`config.mk`:
```
export PLATFORM = sky130hd
export DESIGN_NAME = bank_mapper_top
export DESIGN_NICKNAME = d
export VERILOG_FILES = /design/src/rtl/bank_mapper_pkg.sv /design/src/rtl/bank_mapper_wr_fsm.sv /design/src/rtl/bank_mapper_regs.sv /design/src/rtl/bank_mapper_addr_gen.sv /design/src/rtl/bank_mapper_top.sv
export SDC_FILE = /design/constraint.sdc
export NUM_CORES = 1
export LEC_CHECK = 0
export BUFFER_PORTS_ARGS = -buffer_cell sky130_fd_sc_hd__buf_2
export CAP_MARGIN = 15
export CORE_AREA = 2 2 83 85
export CTS_BUF_LIST = sky130_fd_sc_hd__clkbuf_4
export CTS_CLUSTER_DIAMETER = 30
export CTS_CLUSTER_SIZE = 30
export DETAILED_ROUTE_END_ITERATION = 10
export DIE_AREA = 0 0 85 87
export GPL_ROUTABILITY_DRIVEN = 1
export HOLD_SLACK_MARGIN = 0.12
export PLACE_DENSITY = 0.71
export SYNTH_ARGS = -nofsm -noshare
export SYNTH_HDL_FRONTEND = slang
export SYNTH_SLANG_ARGS = --single-unit
```
`constraint.sdc`:
```
create_clock -name clk -period 4.4 [get_ports clk]
set_input_delay 0.88 -clock clk [delete_from_list [all_inputs] [get_ports clk]]
set_output_delay 0.88 -clock clk [all_outputs]
set_load 0.01 [all_outputs]
```
`src/rtl/bank_mapper_pkg.sv`:
```
package bank_mapper_pkg;

    typedef enum logic [1:0] {
        MIR_VERT = 2'd0,
        MIR_HORZ = 2'd1,
        MIR_LOW  = 2'd2,
        MIR_HIGH = 2'd3
    } mirror_t;

    typedef enum logic {
        WR_IDLE = 1'b0,
        WR_HOLD = 1'b1
    } wr_state_t;

endpackage

```
`src/rtl/bank_mapper_wr_fsm.sv`:
```
module bank_mapper_wr_fsm
    import bank_mapper_pkg::*;
#(
    parameter bit WIN_FULL = 1'b1
) (
    input  logic       clk,
    input  logic       rst_n,
    input  logic [2:0] addr_hi,
    input  logic       cpu_wr,
    output logic       commit
);

    wr_state_t state;
    wr_state_t state_nx;
    logic      win_hit;

    // Decode window: the upper window needs A15; the full window adds $6000-$7FFF.
    generate
        if (WIN_FULL) begin : g_full_win
            assign win_hit = addr_hi[2] | (addr_hi[1:0] == 2'b11);
        end else begin : g_upper_win
            logic win_unused;
            assign win_unused = ^addr_hi[1:0];
            assign win_hit    = addr_hi[2];
        end
    endgenerate

    always_ff @(posedge clk) begin
        if (!rst_n) begin
            state <= WR_IDLE;
        end else begin
            state <= state_nx;
        end
    end

    always_comb begin
        state_nx = state;
        unique case (state)
            WR_IDLE: if (cpu_wr)  state_nx = WR_HOLD;
            WR_HOLD: if (!cpu_wr) state_nx = WR_IDLE;
            default: state_nx = WR_IDLE;
        endcase
    end

    always_comb begin
        commit = 1'b0;
        unique case (state)
            WR_IDLE: commit = cpu_wr & win_hit;
            WR_HOLD: commit = 1'b0;
            default: commit = 1'b0;
        endcase
    end

endmodule

```
`src/rtl/bank_mapper_regs.sv`:
```
module bank_mapper_regs
    import bank_mapper_pkg::*;
#(
    parameter int NUM_CHR    = 8,
    parameter int CHR_BANK_W = 8,
    parameter int PRG_BANK_W = 4,
    parameter int DATA_W     = 8,
    parameter int OFS_W      = 4
) (
    input  logic                           clk,
    input  logic                           rst_n,
    input  logic                           commit,
    input  logic [OFS_W-1:0]               ofs,
    input  logic [DATA_W-1:0]              data,
    output logic [NUM_CHR*CHR_BANK_W-1:0]  chr_flat,
    output logic [PRG_BANK_W-1:0]          prg_bank,
    output mirror_t                        mir_mode
);

    localparam logic [OFS_W-1:0] OFS_PRG = OFS_W'(NUM_CHR);
    localparam logic [OFS_W-1:0] OFS_MIR = OFS_W'(NUM_CHR + 1);

    // One CHR bank register per 1 KiB PPU region.
    generate
        for (genvar g = 0; g < NUM_CHR; g++) begin : g_chr
            logic [CHR_BANK_W-1:0] bank_q;
            always_ff @(posedge clk) begin
                if (!rst_n) begin
                    bank_q <= '0;
                end else if (commit && ofs == OFS_W'(g)) begin
                    bank_q <= data[CHR_BANK_W-1:0];
                end
            end
            assign chr_flat[g*CHR_BANK_W +: CHR_BANK_W] = bank_q;
        end
    endgenerate

    always_ff @(posedge clk) begin
        if (!rst_n) begin
            prg_bank <= '0;
        end else if (commit && ofs == OFS_PRG) begin
            prg_bank <= data[PRG_BANK_W-1:0];
        end
    end

    always_ff @(posedge clk) begin
        if (!rst_n) begin
            mir_mode <= MIR_VERT;
        end else if (commit && ofs == OFS_MIR) begin
            mir_mode <= mirror_t'(data[1:0]);
        end
    end

endmodule

```
`src/rtl/bank_mapper_addr_gen.sv`:
```
module bank_mapper_addr_gen
    import bank_mapper_pkg::*;
#(
    parameter int NUM_CHR    = 8,
    parameter int CHR_BANK_W = 8,
    parameter int PRG_BANK_W = 4,
    parameter bit CHR_RAM    = 1'b0,
    parameter bit OUTER_MODE = 1'b0
) (
    input  logic                          cpu_a14,
    input  logic [3:0]                    ppu_a,
    input  logic [NUM_CHR*CHR_BANK_W-1:0] chr_flat,
    input  logic [PRG_BANK_W-1:0]         prg_bank,
    input  mirror_t                       mir_mode,
    output logic [PRG_BANK_W:0]           prg_hi,
    output logic [CHR_BANK_W-1:0]         chr_hi,
    output logic                          ciram_a10
);

    localparam int SEL_W = $clog2(NUM_CHR);

    logic [CHR_BANK_W-1:0] bank_arr [NUM_CHR];
    logic [SEL_W-1:0]      chr_sel;
    logic                  outer_bit;
    logic                  sink_unused;

    generate
        for (genvar g = 0; g < NUM_CHR; g++) begin : g_unpack
            assign bank_arr[g] = chr_flat[g*CHR_BANK_W +: CHR_BANK_W];
        end
    endgenerate

    assign chr_sel     = ppu_a[SEL_W-1:0];
    assign sink_unused = ^{chr_flat, ppu_a};

    // CHR path: banked ROM or straight pass-through for RAM/outer builds.
    generate
        if (CHR_RAM || OUTER_MODE) begin : g_chr_pass
            assign chr_hi = {{(CHR_BANK_W-SEL_W){1'b0}}, chr_sel};
        end else begin : g_chr_bank
            assign chr_hi = bank_arr[chr_sel];
        end
    endgenerate

    // Outer PRG bit: A12/A13 forced low, so only the first four banks count.
    generate
        if (OUTER_MODE) begin : g_outer
            logic [SEL_W-1:0] outer_idx;
            assign outer_idx = {{(SEL_W-2){1'b0}}, ppu_a[1:0]};
            assign outer_bit = bank_arr[outer_idx][0];
        end else begin : g_no_outer
            assign outer_bit = 1'b0;
        end
    endgenerate

    always_comb begin
        prg_hi[PRG_BANK_W] = outer_bit;
        if (cpu_a14) begin
            prg_hi[PRG_BANK_W-1:0] = '1;
        end else begin
            prg_hi[PRG_BANK_W-1:0] = prg_bank;
        end
    end

    always_comb begin
        ciram_a10 = 1'b0;
        unique case (mir_mode)
            MIR_VERT: ciram_a10 = ppu_a[0];
            MIR_HORZ: ciram_a10 = ppu_a[1];
            MIR_LOW:  ciram_a10 = 1'b0;
            MIR_HIGH: ciram_a10 = 1'b1;
            default:  ciram_a10 = 1'b0;
        endcase
    end

endmodule

```
`src/rtl/bank_mapper_top.sv`:
```
module bank_mapper_top
    import bank_mapper_pkg::*;
#(
    parameter bit WIN_FULL   = 1'b1,
    parameter bit CHR_RAM    = 1'b0,
    parameter bit OUTER_MODE = 1'b0,
    parameter int NUM_CHR    = 8,
    parameter int CHR_BANK_W = 8,
    parameter int PRG_BANK_W = 4,
    parameter int DATA_W     = 8
) (
    input  logic                  clk,
    input  logic                  rst_n,
    input  logic [15:0]           cpu_addr,
    input  logic [DATA_W-1:0]     cpu_data,
    input  logic                  cpu_wr,
    input  logic [3:0]            ppu_a13_10,
    output logic [PRG_BANK_W:0]   prg_addr_hi,
    output logic [CHR_BANK_W-1:0] chr_addr_hi,
    output logic                  ciram_a10
);

    localparam int OFS_W = 4;

    logic                          commit;
    logic [NUM_CHR*CHR_BANK_W-1:0] chr_flat;
    logic [PRG_BANK_W-1:0]         prg_bank;
    mirror_t                       mir_mode;
    logic                          addr_unused;

    assign addr_unused = ^cpu_addr[12:OFS_W];

    bank_mapper_wr_fsm #(
        .WIN_FULL (WIN_FULL)
    ) u_wr_fsm (
        .clk     (clk),
        .rst_n   (rst_n),
        .addr_hi (cpu_addr[15:13]),
        .cpu_wr  (cpu_wr),
        .commit  (commit)
    );

    bank_mapper_regs #(
        .NUM_CHR    (NUM_CHR),
        .CHR_BANK_W (CHR_BANK_W),
        .PRG_BANK_W (PRG_BANK_W),
        .DATA_W     (DATA_W),
        .OFS_W      (OFS_W)
    ) u_regs (
        .clk      (clk),
        .rst_n    (rst_n),
        .commit   (commit),
        .ofs      (cpu_addr[OFS_W-1:0]),
        .data     (cpu_data),
        .chr_flat (chr_flat),
        .prg_bank (prg_bank),
        .mir_mode (mir_mode)
    );

    bank_mapper_addr_gen #(
        .NUM_CHR    (NUM_CHR),
        .CHR_BANK_W (CHR_BANK_W),
        .PRG_BANK_W (PRG_BANK_W),
        .CHR_RAM    (CHR_RAM),
        .OUTER_MODE (OUTER_MODE)
    ) u_addr_gen (
        .cpu_a14   (cpu_addr[14]),
        .ppu_a     (ppu_a13_10),
        .chr_flat  (chr_flat),
        .prg_bank  (prg_bank),
        .mir_mode  (mir_mode),
        .prg_hi    (prg_addr_hi),
        .chr_hi    (chr_addr_hi),
        .ciram_a10 (ciram_a10)
    );

endmodule

```
# Word level (Yosys, flattened, before mapping)
# Cells that the tools add are included.
# word_totals
register_bits,71
latchBits,0
ramBits,0
rom_bits,0
inputBits,31
n_memories,0
# classes
addsub,0
multipliers,0
div,0
order_cmp,1
n_eq_ne,13
shifts,0
mux,7
bitwise,4
n_reduce_logical,12
# op_table
op,count
$bmux W8 S3,1
$eq A4 B3 Y1 const B,4
$mux W8,2
$logic_and A1 B1 Y1,10
$eq A4 B2 Y1 const B,2
$eq A4 B4 Y1 const B,2
$eq A2 B2 Y1 const B,3
$eq A4 B1 Y1 const B,1
$ge A4 B4 Y1 const B,1
$logic_not A4 Y1,1
$mux W4,1
$not A3 Y4,1
$pmux W1 S4,1
$eq A2 B1 Y1 const B,1
$logic_not A2 Y1,1
$pmux W1 S2,1
$and A1 B1 Y1,1
$mux W1,1
$not A1 Y1,1
$or A1 B1 Y1,1

# Depth between registers and ports, before layout
# Gate-level depths: netlist of the first run.
# logic_depth
depth_word,5
ltp_mapped,5

# Hierarchy
# From an unflattened synthesis of the first run, not the netlist that was laid out.
# unflattened
cells_unflattened,289
area_unflattened_um2,3226.8
# modules_own_cells
mod,instances,cells_each,area_per_inst_um2
bank_mapper_regs,1,247,2575.0
bank_mapper_addr_gen,1,38,608.1
bank_mapper_wr_fsm,1,4,43.8

# Worst setup path after synthesis of the first run
# No wires, ideal clock.
# synth_path
path_type,input to output
from,in ppu_a13_10[0]
to,out chr_addr_hi[0]
arrival_time_ns,1.947
required_time_ns,3.520
path_slack_ns,1.573
path_stages,4
cell_sequence,buf_6 buf_12 mux4_1 mux2_2
# synth_between
elab_chain_len,4
# synth_lines
element,line_no,text
from (decl),bank_mapper_top.sv:17,"input logic [3:0] ppu_a13_10,"
$not A3 Y4 (not written as such),bank_mapper_addr_gen.sv:41,assign chr_hi = bank_arr[chr_sel];
$bmux W8 S3,bank_mapper_addr_gen.sv:41,
$mux W8 (not written as such) (2 in a row),bank_mapper_addr_gen.sv:41,
to (decl),bank_mapper_top.sv:19,"output logic [CHR_BANK_W-1:0] chr_addr_hi,"
# No other way between the ends. The select of a mux whose other input is x is not followed.

# Worst setup path in the final report of the first run
# layout_path
from,in ppu_a13_10[0]
to,out chr_addr_hi[6]
# Same word-level chain as after synthesis.

==> out/qor_table.md, run 1 <==
| Parameter | Value | Unit |
|---|---|---|
| Core area | 6570 | sq um |
| Final Cycle Share | 73.7 | % |
| Placed Instance Area | 3430 | sq um |
| Outcome | complete, no violations | - |
| Final hold violations | 0 | - |
| Ant. Diodes | 0 | - |
| Final estimated routing congestion in global placement | 0.695 | - |
| Share of flip-flops with an asynchronous set or reset | 0 | % |
| Count of cell types in the netlist | 26 | - |
| Num CTS Buffers | 9 | - |
| Total net switching power | 300 | uW |
| Post-DR wirelength/cell | 16.8 | um |
| Post-synthesis instance area | 3250 | sq um |
| Starting Density | 49.5 | % |
| Crit Path Category | in2out | - |
| First-pass GRT wire length | 10900 | um |
| Via count of the first global-routing pass | 2171 | - |
| Pin count of the biggest net entering global routing | 54 | - |
| First-iteration detailed-routing DRC count | 75 | - |
| Number of max-cap violations | 0 | - |
| Hold_buf cts | 0 | - |
| Final wirelength | 6750 | um |
| Mean instance size in the synthesized netlist | 11.3 | sq um |
| Critical path peak fanout | 17 | - |
| Total number of nets in the final design | 348 | - |
| HPWL after DPL | 4230 | um |
| Switching power share of the total | 23.7 | % |
| Post-CTS resize count | 0 | - |
| Clock share of power | 42.3 | % |
| Most used cells in the layout excluding fill and tap cells | nand2_1 (80), dfxtp_1 (71), mux2i_1 (70) | - |
| Post-detailed-route via-to-cell ratio | 5.52 | - |
| Number of setup violations in the final report | 0 | - |
| Share of Yosys cell area claimed by the top area cell type | 43.7 | % |
| Largest vdd supply drop | 0.000201 | V |
| Library cell used as clock root buffer | clkbuf_4 | - |
| Post-synthesis net count | 320 | - |
| Core Rows | 30 | - |
| Dpl ws | 1.16 | ns |
| Clock edge transition at the registers on the reported setup and hold paths | 0.12 | ns |
| Cell leakage power | 0.00177 | uW |
| Unrepaired setup endpoints after global routing | no | - |
| Syn. warnings | 0 | - |
| Drt pass-1 iters | 6 | - |
| Clock tree sinks | 71 | - |
| Final critical delay including setup and external delays | 3.24 | ns |
| Global routing usage summed across all routing layers | 19.6 | % |
| Top cells by area in the synthesized netlist | dfxtp_1 (44%), mux2i_1 (22%), mux4_1 (13%), nand2_1 (9.2%), mux2_2 (2.8%) | - |
| Class of the tightest hold or removal check | reg2reg | - |
| Final core utilization | 55.1 | % |
| Storage cell area | 1420 | sq um |
| Power per cell area | 350 | nW/um^2 |
| Share of post-route cells with drive strength above 1 | 22.7 | % |
| Cell count after synthesis | 289 | - |
| Cell-internal power | 965 | uW |
| Most frequent standard cell in the layout excluding fill and tap cells | nand2_1 | - |
| Worst relative slew slack | 31.4 | % |
| Upper clock frequency limit | 308 | MHz |
| Share of the yosys chip area belonging to registers | 43.7 | % |
| Non-Filler Cell Area, Final | 3620 | sq um |
| Filler cells | 582 | - |
| CTS tree | done | - |
| Level count of the clock H-tree | 3 | - |
| Max Buffers Root-to-Sink | 2 | - |
| Overall power consumption | 1260 | uW |
| Number of I/O pins | 45 | - |
| Later-pin clock latency in the skew report | 0.42 | ns |
| Area leader, netlist | dfxtp_1 | - |
| Remaining global-route overflow | 0 | - |
| Max-slew violations | 0 | - |
| Startpoint Class | primary input | - |
| Total of flip-flops plus latches after synthesis | 71 | - |
| Data required time at the worst endpoint | 3.52 | ns |
| Worst-case clock skew | 0.0133 | ns |
| Sequential cell fraction of total power | 51.4 | % |
| Element type at the critical path end | output pin | - |
| Setup fix buffers added after clock tree synthesis | 0 | - |
| Port bufs | 33 | - |
| Total negative slack for setup checks | 0 | ns |
| Area growth from synthesis to layout | 11.2 | % |
| DRC violations left | 0 | - |
| Die Ht | 87 | um |
| Share of total power in combinational logic | 6.3 | % |
| Worst Tran Pin Value | 1.02 | ns |
| Antenna Nets Post-Route | 0 | - |
| Post-synth EDFFs | 0 | - |
| Antenna violations before repair | 0 | - |
| Die Area | 7400 | sq um |
| PnR worst setup slack | 1.16 | ns |
| Die X-Extent | 85 | um |
| Total via count in the routed design | 2218 | - |
| Leading register cell type out of synthesis | dfxtp_1 | - |
| Area of the multi-input gates | 1740 | sq um |
| Arrival time of the worst setup path | 2.36 | ns |
## metrics by stage
stage | std cells | hold WS [ns]
2_1_floorplan | 289 | 0.430
3_3_place_gp | 386 | 0.437
3_5_place_dp | 386 | 0.447
4_1_cts | 402 | 0.466
5_1_grt | 402 | 0.483
6_report | 402 | 0.463
## critical path, cell delays in order
cell	delay [ns]
buf_2	0.42
mux4_1	0.62
mux2_2	0.29
buf_2	0.14
## path summary, 6_finish.rpt
check / slack, ns / start / to / cells past startpoint
max: 1.16 / ppu_a13_10[0] / chr_addr_hi[6] / 4
min: 0.46 / u_regs.prg_bank[0]$_SDFFE_PN0P_ / u_regs.prg_bank[0]$_SDFFE_PN0P_ / 2
max reg2reg: 2.58 / u_wr_fsm.state$_SDFF_PN0_ / u_regs.g_chr[7].bank_q[1]$_SDFFE_PN0P_ / 3
min reg2reg: 0.46 / u_regs.prg_bank[0]$_SDFFE_PN0P_ / u_regs.prg_bank[0]$_SDFFE_PN0P_ / 2
## routing by layer
metal  global-route usage, %  part of all wire (%)  up-vias
li1                        -                     -     1083
met1                    24.8                    45     1083
met2                    32.1                    50       41
met3                    5.02                   3.2       11
met4                    7.79                   1.8        0
met5                       0                     0        -
## flip-flops by register name, summed over array words and instances (netlist names)
name and cells:
u_regs.g_chr.bank_q 64, u_regs.mir_mode 2, u_regs.prg_bank 4, u_wr_fsm.state 1
## cell type report
| type | instances | area share [%] |
|---|---|---|
| timing repair buffer | 34 | 4.77 |
| tap | 80 | 2.77 |
| multi-input combinational | 201 | 48.0 |
| clock buffer | 9 | 1.87 |
| sequential | 71 | 39.3 |
| clock inverter | 7 | 3.29 |
## power by group through the flow
stage	logic [uW]	clock network [uW]	registers (uW)
after global placement	78.3	0	665
after floorplan	56.9	0	664
after global routing	85.6	576	652
final	79.1	535	650
after CTS	79.7	543	650
after detailed placement	79.4	0	665
## synthesized netlist by cell type (all sizes together), types with 2 or more instances
cell type and count:
mux2 8, nor2b 2, and4bb 2, nor2 2, nand2 80, mux4 16, clkbuf 8, or2 4
nand3 8, mux2i 70, buf 9, dfxtp 71
## cells by family (layout without fill, tap and decap cells)
group | Yosys count | after routing | synth area share [%]
buffers and inverters | 17 | 50 | 3.04
AND/OR/NAND/NOR | 103 | 103 | 15.4
AO/OA/AOI/OAI | 3 | 3 | 0.538
multiplexers | 94 | 94 | 37.2
other | 1 | 1 | 0.115
flip-flops | 71 | 71 | 43.7
Power figures use the tool's default switching activity.
==> inputs of run 2 (changes only) <==
Clock period 4.4 ns to 3.3 ns, I/O delays scaled along.
==> run 2 against run 1 <==
- final area fell by 1.3%
- first-iteration DRC count rose by 19%
- non-clock buffer count rose by 2
- sequential cell count did not move
- worst hold slack got worse by 0.0021 ns
- via count fell by 0.41%
- register-to-register slack got worse by 0.97 ns
- largest cell class unchanged
- critical path depth did not move
- final cell count rose by 0.25%
- clock skew fell by 0.0034 ns
==> out/qor_table.md, run 2 (synthesized netlist as in run 1, its figures left out) <==
| Parameter | Value | Unit |
|---|---|---|
| Final critical delay including setup and external delays | 2.79 | ns |
| Most frequent standard cell in the layout excluding fill and tap cells | nand2_1 | - |
| Core area | 6570 | sq um |
| Highest metal used | met4 | - |
| Power per cell area | 418 | nW/um^2 |
| Antenna violations before repair | 0 | - |
| Total via count in the routed design | 2209 | - |
| Max Buffers Root-to-Sink | 2 | - |
| Die Area | 7400 | sq um |
| Arrival time of the worst setup path | 2.13 | ns |
| Via count of the first global-routing pass | 2174 | - |
| Worst relative slew slack | 38.4 | % |
| Element type at the critical path end | output pin | - |
| Final Cycle Share | 84.7 | % |
| Clock tree sinks | 71 | - |
| Pin count of the biggest net entering global routing | 40 | - |
| Cell leakage power | 0.00175 | uW |
| Total negative slack for setup checks | 0 | ns |
| Crit Path Category | in2out | - |
| Overall power consumption | 1490 | uW |
| Area growth from synthesis to layout | 9.81 | % |
| Unrepaired setup endpoints after global routing | no | - |
| Switching power share of the total | 24.1 | % |
| Number of max-cap violations | 0 | - |
| Number of I/O pins | 45 | - |
| First-pass GRT wire length | 10900 | um |
| Critical path peak fanout | 17 | - |
| Ant. Diodes | 0 | - |
| Drt pass-1 iters | 4 | - |
| Share of total power in combinational logic | 7.1 | % |
| Global routing usage summed across all routing layers | 19.3 | % |
| Sequential cell fraction of total power | 58.1 | % |
| Level count of the clock H-tree | 3 | - |
| Data required time at the worst endpoint | 2.64 | ns |
| Startpoint Class | primary input | - |
| Number of setup violations in the final report | 0 | - |
| Biggest register | u_regs.g_chr.bank_q | - |
| HPWL after DPL | 4340 | um |
| Share of post-route cells with drive strength above 1 | 22.3 | % |
| Class of the tightest hold or removal check | reg2reg | - |
| Die X-Extent | 85 | um |
| Filler cells | 604 | - |
| Post-CTS resize count | 0 | - |
| Clock share of power | 34.7 | % |
| Worst Tran Pin Value | 0.917 | ns |
| Total number of nets in the final design | 350 | - |
| Antenna Nets Post-Route | 0 | - |
| Outcome | complete, no violations | - |
| Largest registers | u_regs.g_chr.bank_q: 64 flops, u_regs.prg_bank: 4 flops, u_regs.mir_mode: 2 flops | - |
| Upper clock frequency limit | 358 | MHz |
| First-iteration detailed-routing DRC count | 89 | - |
| Routed wl met2 | 3250 | um |
| Final hold violations | 0 | - |
| Detail Route met3 WL | 179 | um |
| CTS tree | done | - |
| Post-detailed-route via-to-cell ratio | 5.48 | - |
| Later-pin clock latency in the skew report | 0.41 | ns |
| Final estimated routing congestion in global placement | 0.690 | - |
| Post-DR wirelength/cell | 16.5 | um |
| Cell-internal power | 1130 | uW |
| Num CTS Buffers | 9 | - |
| Hold_buf cts | 0 | - |
| Die Ht | 87 | um |
| DRC violations left | 0 | - |
| Clock edge transition at the registers on the reported setup and hold paths | 0.10 | ns |
| Worst-case clock skew | 0.00995 | ns |
| Library cell used as clock root buffer | clkbuf_4 | - |
| Total net switching power | 359 | uW |
| Max FFs per register | 64 | - |
| Final wirelength | 6640 | um |
| Core Rows | 30 | - |
| Metal1 wirelength | 3100 | um |
| Remaining global-route overflow | 0 | - |
| Max-slew violations | 0 | - |
| Largest vdd supply drop | 0.000200 | V |
| Most used cells in the layout excluding fill and tap cells | nand2_1 (80), dfxtp_1 (71), mux2i_1 (70) | - |
| Setup fix buffers added after clock tree synthesis | 0 | - |
| Starting Density | 49.5 | % |
| Port bufs | 33 | - |
==> run 2: cell count changes in the layout (fill, tap and decap cells not counted), sizes merged <==
cell and delta:
clkinv +2, inv -1, clkinvlp -1, clkbuf +1, bufinv -2, buf +2
==> run 2: critical path, cell delays in order <==
cell and delay (ns):
buf_2 0.42, mux4_1 0.63, mux2_2 0.28, buf_2 0.14
==> run 2: power groups by stage <==
stage	sequential (uW)	clock, uW	combinational (uW)
5_1_grt	868	571	115
2_1_floorplan	885	0	75.9
4_1_cts	867	533	107
6_report	867	518	106
3_5_place_dp	887	0	107
3_3_place_gp	886	0	106
==> run 2: final cells by class <==
type	count	area, sq um	share of cell area [%]
clock buffer	10	75.1	2.10
clock inverter	5	50.0	1.40
multi-input combinational	201	1740	48.6
sequential	71	1420	39.8
tap	80	100	2.80
timing repair buffer	36	188	5.26
==> run 2: final timing paths <==
check	startpoint	to	slack, ns	cells past startpoint
worst max-delay path	ppu_a13_10[0]	chr_addr_hi[1]	0.51	4
worst min-delay path	u_regs.prg_bank[0]$_SDFFE_PN0P_	u_regs.prg_bank[0]$_SDFFE_PN0P_	0.46	2
worst max register to register	u_wr_fsm.state$_SDFF_PN0_	u_regs.g_chr[3].bank_q[0]$_SDFFE_PN0P_	1.61	3
worst min register to register	u_regs.prg_bank[0]$_SDFFE_PN0P_	u_regs.prg_bank[0]$_SDFFE_PN0P_	0.46	2
==> run 2: metrics by stage <==
step	instances	setup slack, ns	utilization (%)	area, sq um	hold WS, ns
after floorplan	289	0.913	-	3250	0.430
after global placement	388	0.507	52.5	3450	0.437
after detailed placement	388	0.495	52.5	3450	0.448
after CTS	403	0.494	54.4	3570	0.463
after global routing	403	0.471	54.4	3570	0.476
final	403	0.506	54.4	3570	0.461
==> run 2: metal layers <==
metal / vias up / track usage (%)
li1: 1089 / -
met1: 1075 / 23.9
met2: 34 / 33.0
met3: 11 / 3.89
met4: 0 / 7.79
met5: - / 0
==> inputs of run 3 (changes only) <==
Settings changed: PLACE_DENSITY 0.71 to 0.74.
Clock period 3.3 ns to 2.25 ns, I/O delays scaled along.
==> run 3 against run 2 <==
- non-clock buffer count up 4
- final area up 0.70%
- first-iteration DRC count up 4.5%
- sequential power up 46%
- register-to-register slack worse by 0.96 ns
- clock power up 29%
- clock-buffer cell count up 1
- worst hold slack worse by 0.17 ns
- critical endpoint is now chr_addr_hi[5]
- largest cell class unchanged
==> out/qor_table.md, run 3 (synthesized netlist as in run 1, its figures left out) <==
| Parameter | Value | Unit |
|---|---|---|
| Outcome | complete, no violations | - |
| Level count of the clock H-tree | 3 | - |
| Setup fix buffers added after clock tree synthesis | 0 | - |
| FF-to-FF setup slack | 0.65 | ns |
| Area growth from synthesis to layout | 10.6 | % |
| Upper clock frequency limit | 457 | MHz |
| R2R Path End | u_regs.g_chr[0].bank_q[1]$_SDFFE_PN0P_ | - |
| Startpoint of the worst-slack reg-to-reg timing path | u_wr_fsm.state$_SDFF_PN0_ | - |
| Largest vdd supply drop | 0.000341 | V |
| Worst Tran Pin Value | 0.704 | ns |
| Antenna violations before repair | 0 | - |
| Arrival time of the worst setup path | 1.74 | ns |
| Worst-case clock skew | 0.00786 | ns |
| Cell leakage power | 0.00177 | uW |
| Post-detailed-route via-to-cell ratio | 5.44 | - |
| Data required time at the worst endpoint | 1.80 | ns |
| Max Buffers Root-to-Sink | 2 | - |
| Sum of buffers and inverters on the critical path | 3 | - |
| Final critical delay including setup and external delays | 2.19 | ns |
| Post-DR wirelength/cell | 16.1 | um |
| HPWL after DPL | 4340 | um |
| Final Cycle Share | 97.3 | % |
| Remaining global-route overflow | 0 | - |
| Power per cell area | 584 | nW/um^2 |
| Total number of nets in the final design | 354 | - |
| Filler cells | 564 | - |
| Length in cells of the worst reg-to-reg path | 3 | - |
| Met1 Use GR | 23.8 | % |
| Crit path cell chain | buf_2 -> buf_12 -> mux4_1 -> mux2_2 -> buf_2 | - |
| Die Ht | 87 | um |
| Max stage delay on crit path | 0.57 | ns |
| Library cell used as clock root buffer | clkbuf_4 | - |
| Num CTS Buffers | 9 | - |
| First-iteration detailed-routing DRC count | 93 | - |
| Layer with the highest usage | met2 | - |
| Cell mode on critical path | buf_2 | - |
| Crit Path Category | in2out | - |
| Startpoint Class | primary input | - |
| Total negative slack for setup checks | 0 | ns |
| CP top delay family | multiplexers | - |
| Core Rows | 30 | - |
| Die Area | 7400 | sq um |
| Max-slew violations | 0 | - |
| Global routing usage summed across all routing layers | 19.3 | % |
| Max FFs per register | 64 | - |
| Worst relative slew slack | 53.0 | % |
| Pin count of the biggest net entering global routing | 39 | - |
| Origin of the worst min-delay path | cpu_wr | - |
| Ant. Diodes | 0 | - |
| Clock edge transition at the registers on the reported setup and hold paths | 0.11 | ns |
| Final core utilization | 54.7 | % |
| Final hold slack | 0.295 | ns |
| CTS tree | done | - |
| Element type at the critical path end | output pin | - |
| Antenna Nets Post-Route | 0 | - |
| Share of post-route cells with drive strength above 1 | 23.5 | % |
| Highest-delay cell along the critical path | mux4_1 | - |
| First-pass GRT wire length | 11000 | um |
| Core area | 6570 | sq um |
| Hold_buf cts | 0 | - |
| Final estimated routing congestion in global placement | 0.728 | - |
| Unrepaired setup endpoints after global routing | no | - |
| Via count of the first global-routing pass | 2250 | - |
| Overall power consumption | 2100 | uW |
| Most used cells in the layout excluding fill and tap cells | nand2_1 (80), dfxtp_1 (71), mux2i_1 (70) | - |
| Number of I/O pins | 45 | - |
| Port bufs | 33 | - |
| Cell depth of the worst hold path | 2 | - |
| Die X-Extent | 85 | um |
| Total via count in the routed design | 2221 | - |
| Final hold violations | 0 | - |
| Biggest register | u_regs.g_chr.bank_q | - |
| Met2 Usage GRT | 33.4 | % |
| Largest registers | u_regs.g_chr.bank_q: 64 flops, u_regs.prg_bank: 4 flops, u_regs.mir_mode: 2 flops | - |
| Critical path peak fanout | 17 | - |
| Later-pin clock latency in the skew report | 0.41 | ns |
| Clock tree sinks | 71 | - |
| Class of the tightest hold or removal check | in2reg | - |
| Post-CTS resize count | 0 | - |
| Number of max-cap violations | 0 | - |
| Most frequent standard cell in the layout excluding fill and tap cells | nand2_1 | - |
| End of the worst hold path | u_wr_fsm.state$_SDFF_PN0_ | - |
| Final wirelength | 6560 | um |
| DRC violations left | 0 | - |
| Starting Density | 49.5 | % |
| Number of setup violations in the final report | 0 | - |
| Drt pass-1 iters | 4 | - |
| GR Layer Usage met3 | 2.94 | % |
==> run 3: cell types whose count changed in the layout (fill, tap and decap cells not counted), sizes merged <==
cell    delta
buf        +4
bufinv     -1
clkinv     +1
clkbuf     +1
==> run 3: how the worst max path moves through the flow <==
stage / startpoint / endpoint / depth (start not counted)
finish: ppu_a13_10[0] / chr_addr_hi[5] / 5
global route: ppu_a13_10[0] / chr_addr_hi[0] / 5
CTS: ppu_a13_10[0] / chr_addr_hi[5] / 5
detailed placement: ppu_a13_10[0] / chr_addr_hi[5] / 5
global placement: ppu_a13_10[0] / chr_addr_hi[5] / 5
floorplan: ppu_a13_10[0] / chr_addr_hi[0] / 4
==> run 3: report_power, final <==
group,internal [uW],leakage (uW),switching (uW)
Clock,241,0.0000617,426
Combinational,64.2,0.00114,98.4
Sequential,1270,0.000573,4.93
Total,1570,0.00177,530
==> run 3: worst register-to-register path, delay by kind of cell, from the launching register on <==
family / cells / cell delay (ns)
flip-flops: 1 / 0.34
multiplexers: 1 / 0.22
AND/OR/NAND/NOR: 2 / 0.90
==> run 3: layout make-up <==
type	instances	area [sq um]	share of cell area, %
clock buffer	11	82.6	2.30
multi-input combinational	201	1740	48.3
tap	80	100	2.78
clock inverter	5	25.0	0.696
timing repair buffer	40	230	6.40
sequential	71	1420	39.5
==> run 3: layer usage <==
metal / wire, um / vias to the layer above
li1: - / 1097
met1: 2970 / 1082
met2: 3330 / 34
met3: 162 / 8
met4: 93 / 0
met5: 0 / -
==> run 3: per-stage QoR <==
step	setup WS [ns]	std cells	cell area, sq um
global placement	0.0782	392	3490
finish	0.0614	408	3600
CTS	0.0619	408	3600
global route	0.0374	408	3600
floorplan	0.283	289	3250
detailed placement	0.0623	392	3490
